[src/rtl/rtc3w_pkg.sv]
package rtc3w_pkg;
  localparam int CMD_W = 4;
  localparam int CMD_START = 0;
  localparam int CMD_WRITE = 1;
  localparam int CMD_READ  = 2;
  localparam int CMD_STOP  = 3;

  typedef enum logic [2:0] {
    PH_IDLE, PH_SETUP, PH_HOLD, PH_LOW, PH_HIGH, PH_END
  } phase_t;

  // strobes from control to datapath
  typedef struct packed {
    logic load;
    logic shiftOut;
    logic sampleIn;
    logic publish;
  } dpStrobe_t;
endpackage

[src/rtl/rtc3w_dp.sv]
module rtc3w_dp
  import rtc3w_pkg::*;
#(
  parameter int DATA_W = 8
) (
  input  logic              clk,
  input  logic              rstN,
  input  dpStrobe_t         stb,
  input  logic [DATA_W-1:0] wrData,
  input  logic              dataIn,
  output logic              dataOut,
  output logic [DATA_W-1:0] rdData
);
  logic [DATA_W-1:0] shReg;

  always_ff @(posedge clk) begin
    if (!rstN) begin
      shReg  <= '0;
      rdData <= '0;
    end else begin
      if (stb.load)          shReg <= wrData;
      else if (stb.shiftOut) shReg <= {1'b0, shReg[DATA_W-1:1]};
      else if (stb.sampleIn) shReg <= {dataIn, shReg[DATA_W-1:1]};
      if (stb.publish)       rdData <= shReg;
    end
  end

  assign dataOut = shReg[0];
endmodule

[src/rtl/rtc3w_ctrl.sv]
module rtc3w_ctrl
  import rtc3w_pkg::*;
#(
  parameter int DATA_W      = 8,
  parameter int DIV         = 200,
  parameter int SETUP_UNITS = 1,
  parameter int HOLD_UNITS  = 5,
  parameter int END_UNITS   = 2
) (
  input  logic             clk,
  input  logic             rstN,
  input  logic [CMD_W-1:0] cmd,
  output dpStrobe_t        stb,
  output logic             busy,
  output logic             done,
  output logic             busClk,
  output logic             busEn,
  output logic             busDataOe
);
  localparam int MAXU = (HOLD_UNITS > SETUP_UNITS)
                        ? ((HOLD_UNITS > END_UNITS) ? HOLD_UNITS : END_UNITS)
                        : ((SETUP_UNITS > END_UNITS) ? SETUP_UNITS : END_UNITS);
  localparam int TW = $clog2(MAXU * DIV) + 1;
  localparam int BW = (DATA_W > 1) ? $clog2(DATA_W) : 1;
  localparam logic [TW-1:0] T_BIT   = TW'(DIV - 1);
  localparam logic [TW-1:0] T_SETUP = TW'(SETUP_UNITS * DIV - 1);
  localparam logic [TW-1:0] T_HOLD  = TW'(HOLD_UNITS * DIV - 1);
  localparam logic [TW-1:0] T_END   = TW'(END_UNITS * DIV - 1);
  localparam logic [BW-1:0] LAST_BIT = BW'(DATA_W - 1);

  phase_t        phase;
  logic [TW-1:0] timer;
  logic [BW-1:0] bitCnt;
  logic          isWrite;
  logic          cmdOk;
  logic          expired;
  logic          lastBit;

  assign cmdOk   = (phase == PH_IDLE) && $onehot(cmd);
  assign expired = (timer == '0);
  assign lastBit = (bitCnt == LAST_BIT);

  always_comb begin
    stb.load     = cmdOk && cmd[CMD_WRITE];
    stb.sampleIn = (phase == PH_LOW) && expired && !isWrite;
    stb.shiftOut = (phase == PH_HIGH) && expired && isWrite && !lastBit;
    stb.publish  = (phase == PH_HIGH) && expired && !isWrite && lastBit;
  end

  always_ff @(posedge clk) begin
    if (!rstN) begin
      phase     <= PH_IDLE;
      timer     <= '0;
      bitCnt    <= '0;
      isWrite   <= 1'b0;
      busy      <= 1'b0;
      done      <= 1'b0;
      busClk    <= 1'b0;
      busEn     <= 1'b0;
      busDataOe <= 1'b0;
    end else begin
      done <= 1'b0;
      if (phase != PH_IDLE && !expired) timer <= timer - 1'b1;
      unique case (phase)
        PH_IDLE: if (cmdOk) begin
          busy <= 1'b1;
          if (cmd[CMD_START]) begin
            busClk <= 1'b0;
            timer  <= T_SETUP;
            phase  <= PH_SETUP;
          end else if (cmd[CMD_STOP]) begin
            timer <= T_END;
            phase <= PH_END;
          end else begin
            busClk    <= 1'b0;
            isWrite   <= cmd[CMD_WRITE];
            busDataOe <= cmd[CMD_WRITE];
            bitCnt    <= '0;
            timer     <= T_BIT;
            phase     <= PH_LOW;
          end
        end
        PH_SETUP: if (expired) begin
          busEn <= 1'b0;
          timer <= T_HOLD;
          phase <= PH_HOLD;
        end
        PH_HOLD: if (expired) begin
          busEn <= 1'b1;
          busy  <= 1'b0;
          done  <= 1'b1;
          phase <= PH_IDLE;
        end
        PH_LOW: if (expired) begin
          busClk <= 1'b1;
          timer  <= T_BIT;
          phase  <= PH_HIGH;
        end
        PH_HIGH: if (expired) begin
          if (lastBit) begin
            busDataOe <= 1'b0;
            busy      <= 1'b0;
            done      <= 1'b1;
            phase     <= PH_IDLE;
          end else begin
            busClk <= 1'b0;
            bitCnt <= bitCnt + 1'b1;
            timer  <= T_BIT;
            phase  <= PH_LOW;
          end
        end
        PH_END: if (expired) begin
          busEn <= 1'b0;
          busy  <= 1'b0;
          done  <= 1'b1;
          phase <= PH_IDLE;
        end
        default: phase <= PH_IDLE;
      endcase
    end
  end
endmodule

[src/rtl/rtc3w_master.sv]
module rtc3w_master
  import rtc3w_pkg::*;
#(
  parameter int DATA_W      = 8,
  parameter int DIV         = 200,
  parameter int SETUP_UNITS = 1,
  parameter int HOLD_UNITS  = 5,
  parameter int END_UNITS   = 2
) (
  input  logic              clk,
  input  logic              rstN,
  input  logic [3:0]        cmd,
  input  logic [DATA_W-1:0] wrData,
  output logic [DATA_W-1:0] rdData,
  output logic              busy,
  output logic              done,
  output logic              busClk,
  output logic              busEn,
  output logic              busDataOut,
  output logic              busDataOe,
  input  logic              busDataIn
);
  dpStrobe_t stb;

  rtc3w_ctrl #(
    .DATA_W(DATA_W), .DIV(DIV), .SETUP_UNITS(SETUP_UNITS),
    .HOLD_UNITS(HOLD_UNITS), .END_UNITS(END_UNITS)
  ) u_ctrl (
    .clk(clk), .rstN(rstN), .cmd(cmd), .stb(stb), .busy(busy), .done(done),
    .busClk(busClk), .busEn(busEn), .busDataOe(busDataOe)
  );

  rtc3w_dp #(.DATA_W(DATA_W)) u_dp (
    .clk(clk), .rstN(rstN), .stb(stb), .wrData(wrData), .dataIn(busDataIn),
    .dataOut(busDataOut), .rdData(rdData)
  );
endmodule

[config.mk]
export PLATFORM = sky130hd
export DESIGN_NAME = rtc3w_master
export DESIGN_NICKNAME = d
export VERILOG_FILES = /design/src/rtl/rtc3w_pkg.sv /design/src/rtl/rtc3w_dp.sv /design/src/rtl/rtc3w_ctrl.sv /design/src/rtl/rtc3w_master.sv
export SDC_FILE = /design/constraint.sdc
export NUM_CORES = 1
export LEC_CHECK = 0
export ABC_AREA = 1
export ABC_CLOCK_PERIOD_IN_PS = 4780
export BUFFER_PORTS_ARGS = -buffer_cell sky130_fd_sc_hd__buf_2
export CAP_MARGIN = 20
export CORE_MARGIN = 2
export CORE_UTILIZATION = 55
export DETAILED_ROUTE_END_ITERATION = 8
export PLACE_DENSITY = 0.76
export SLEW_MARGIN = 20
export SYNTH_ARGS = -nofsm -noshare
export SYNTH_HDL_FRONTEND = slang
export SYNTH_SLANG_ARGS = --single-unit
[constraint.sdc]
create_clock -name clk -period 4.78 [get_ports clk]
set_input_delay 0.717 -clock clk [delete_from_list [all_inputs] [get_ports clk]]
set_output_delay 0.717 -clock clk [all_outputs]
set_load 0.05 [all_outputs]
==> results_dict.tcl <==
set metrics [dict create \
    avgViaCountPerCell 5.13 \
    firstDrtPassIters 4 \
    slew_headroom_pct 45.3 \
    synth.top_cell.area_share_pct 34.1 \
    drt-initial-drc-count 114 \
    stdcell_area_sq_um 2590 \
    dieArea_sq_um 4700 \
    max_slew.worst_pin.slew_ns 0.820 \
    row_count 23 \
    clock_sinks 39 \
    hpwl_um 3540 \
    postRouteAntennaNets 0 \
    rsz0062_at_grt "no" \
    dp.cells 408 \
    layout-drive-gt1-share_pct 15.3 \
    fin_crit_ns 2.55 \
    finalHoldViolCount 0 \
    area_growth_pct 13.2 \
    grt_util_all_layers_pct 23.7 \
    grt_pass1_wl_um 8360 \
    post-cts-setup-buffers 0 \
    fin_nets 388 \
    synthCells 335 \
    synth_area_sq_um 2290 \
    clock.fmax_mhz 393 \
    stdcell_count 416 \
    initial_core_util_pct 57.3 \
    n_fill_cell 379 \
    synth_nets 358 \
    cts_max_level 2 \
    die_x_um 68.6 \
    antenna_found_initial 0 \
    finalClockSkew_ns 0.00580 \
    ys_seq_area_share_pct 34.1 \
    ctsResizeCount 0 \
    post_drt_wl_per_cell_um 11.5 \
    hold_buffers 0 \
    antenna_cells 0 \
    grt_max_degree 24 \
    clock_path_buffers 2 \
    vias 2135 \
    cp-end-kind "flip-flop" \
    yosys.area.top_type "dfxtp_1" \
    drc_errors 0 \
    root_buffer "clkbuf_8" \
    clkLatencyLatePin_ns 0.29 \
    p_leak_nw 1.27 \
    status "complete, no violations" \
    fin_crit_sh_pct 53.2 \
    final_common_cell "nand2_1" \
    post-place-ws_ns 1.92 \
    clk_pin_slew_ns 0.08 \
    gp_congestion 0.843 \
    cts_tree "built" \
    cts_buffers 5 \
    routed_wl_um 4800 \
    layout_common_cells "nand2_1 (76), nor2_1 (56), inv_1 (48)" \
    ioPinCount 29 \
    crit_required_ns 4.93 \
    setup_violations 0 \
    grt_pass1_vias 1917 \
    port_buffers 28 \
    cp.arrival_ns 2.70 \
    avgSynthCellArea_sq_um 6.84 \
    yosysUniqueCellTypes 34 \
    die_y_um 68.6 \
    core_sq_um 4000 \
    startpoint_type "primary input" \
    synth_area_leaders "dfxtp_1 (34%), nand2_1 (12%), nor2_1 (9.2%)" \
    tns_ns 0 \
    overflow 0 \
    yosys_warnings 0 \
    slew_violations 0 \
    max_cap_viol_count 0 \
    power_density_nw_per_um2 622 \
    placed_area_sq_um 2460 \
    hold_class "flip-flop to flip-flop" \
    crit_path_max_fanout 4 \
    peakVddDrop_mv 0.338 \
    ys_ff_latch 39 \
    worst_slack_ns 2.23 \
    crit_type "primary input to flip-flop" \
]
[per-layer routing]
layer | part of all wire, % | global-route usage, % | wire (um) | vias to the layer above
met5 | 0 | 0 | 0 | -
met4 | 1.5 | 7.50 | 71 | 0
met3 | 4.4 | 4.38 | 213 | 8
met2 | 46 | 40.3 | 2200 | 43
met1 | 48 | 30.2 | 2320 | 962
li1 | - | - | - | 1122
[path summary, 6_finish.rpt]
check                   from               end  slack (ns)  cells after the start
min reg2reg   u_dp.rdData[7]    u_dp.rdData[7]        0.45                      2
max                   cmd[0]  u_ctrl.bitCnt[1]        2.23                     12
min           u_dp.rdData[7]    u_dp.rdData[7]        0.45                      2
max reg2reg  u_ctrl.timer[0]   u_ctrl.timer[6]        2.80                     12
[power by group]
part	internal, mW	switching, mW	total, mW
registers	0.399	0.0641	0.463
clock network	0.209	0.118	0.327
logic	0.274	0.549	0.823
[cells in the mapped netlist (all sizes together)]
cell type  number
a21oi          13
o21ai          17
nor3            2
xor2            5
nand2          83
nand3b          1
clkbuf          3
o31ai           1
a211oi         10
inv            51
o211ai          1
nand3          20
clkinv          1
fa              1
a31oi           2
o21bai          6
o21a            2
nor2           63
a22oi           1
buf             2
ha              7
dfxtp          39
nand4           4
[flip-flops by register name, indices dropped and copies added (netlist names)]
| register | flops |
|---|---|
| u_ctrl.bitCnt | 3 |
| u_ctrl.done | 1 |
| u_ctrl.isWrite | 1 |
| u_ctrl.busy | 1 |
| u_dp.rdData | 8 |
| u_ctrl.phase | 3 |
| u_ctrl.busDataOe | 1 |
| u_ctrl.busEn | 1 |
| u_ctrl.timer | 11 |
| u_ctrl.busClk | 1 |
| u_dp.shReg | 8 |
[critical path: stages]
cell and delay [ns]:
buf_2 0.12, ha_1 0.29, ha_1 0.21, fa_1 0.42
nor2_1 0.11, nand2_1 0.11, o21ai_0 0.33, nand3_2 0.15
clkinv_1 0.10, nand2_1 0.05, nand2_1 0.05, nor2_1 0.03
[stage by stage]
| step | hold slack [ns] | util [%] | total power [mW] |
|---|---|---|---|
| 2_1_floorplan | 0.457 | - | 1.15 |
| 3_3_place_gp | 0.441 | 61.5 | 1.27 |
| 3_5_place_dp | 0.441 | 61.5 | 1.29 |
| 4_1_cts | 0.458 | 64.8 | 1.62 |
| 5_1_grt | 0.487 | 64.8 | 1.77 |
| 6_report | 0.452 | 64.8 | 1.61 |
[area by class of cell]
class | count | area (sq um) | share of cell area (%)
Tap cell | 50 | 62.6 | 2.41
Multi-Input combinational cell | 239 | 1280 | 49.3
Sequential cell | 39 | 781 | 30.1
Clock buffer | 6 | 72.6 | 2.80
Clock inverter | 2 | 60.1 | 2.32
Inverter | 52 | 198 | 7.62
Timing Repair Buffer | 28 | 140 | 5.40
[cells by family (layout without fill, tap and decap cells)]
family          count (synthesis)  after routing  synth area share, %
simple gates                  173            173                 35.1
compound gates                 53             53                 14.1
xor+xnor                        5              5                 1.91
fa+ha+maj                       8              8                 4.69
buf+inv                        57             88                 10.1
flops                          39             39                 34.1
(Power assumes the default switching activity.)
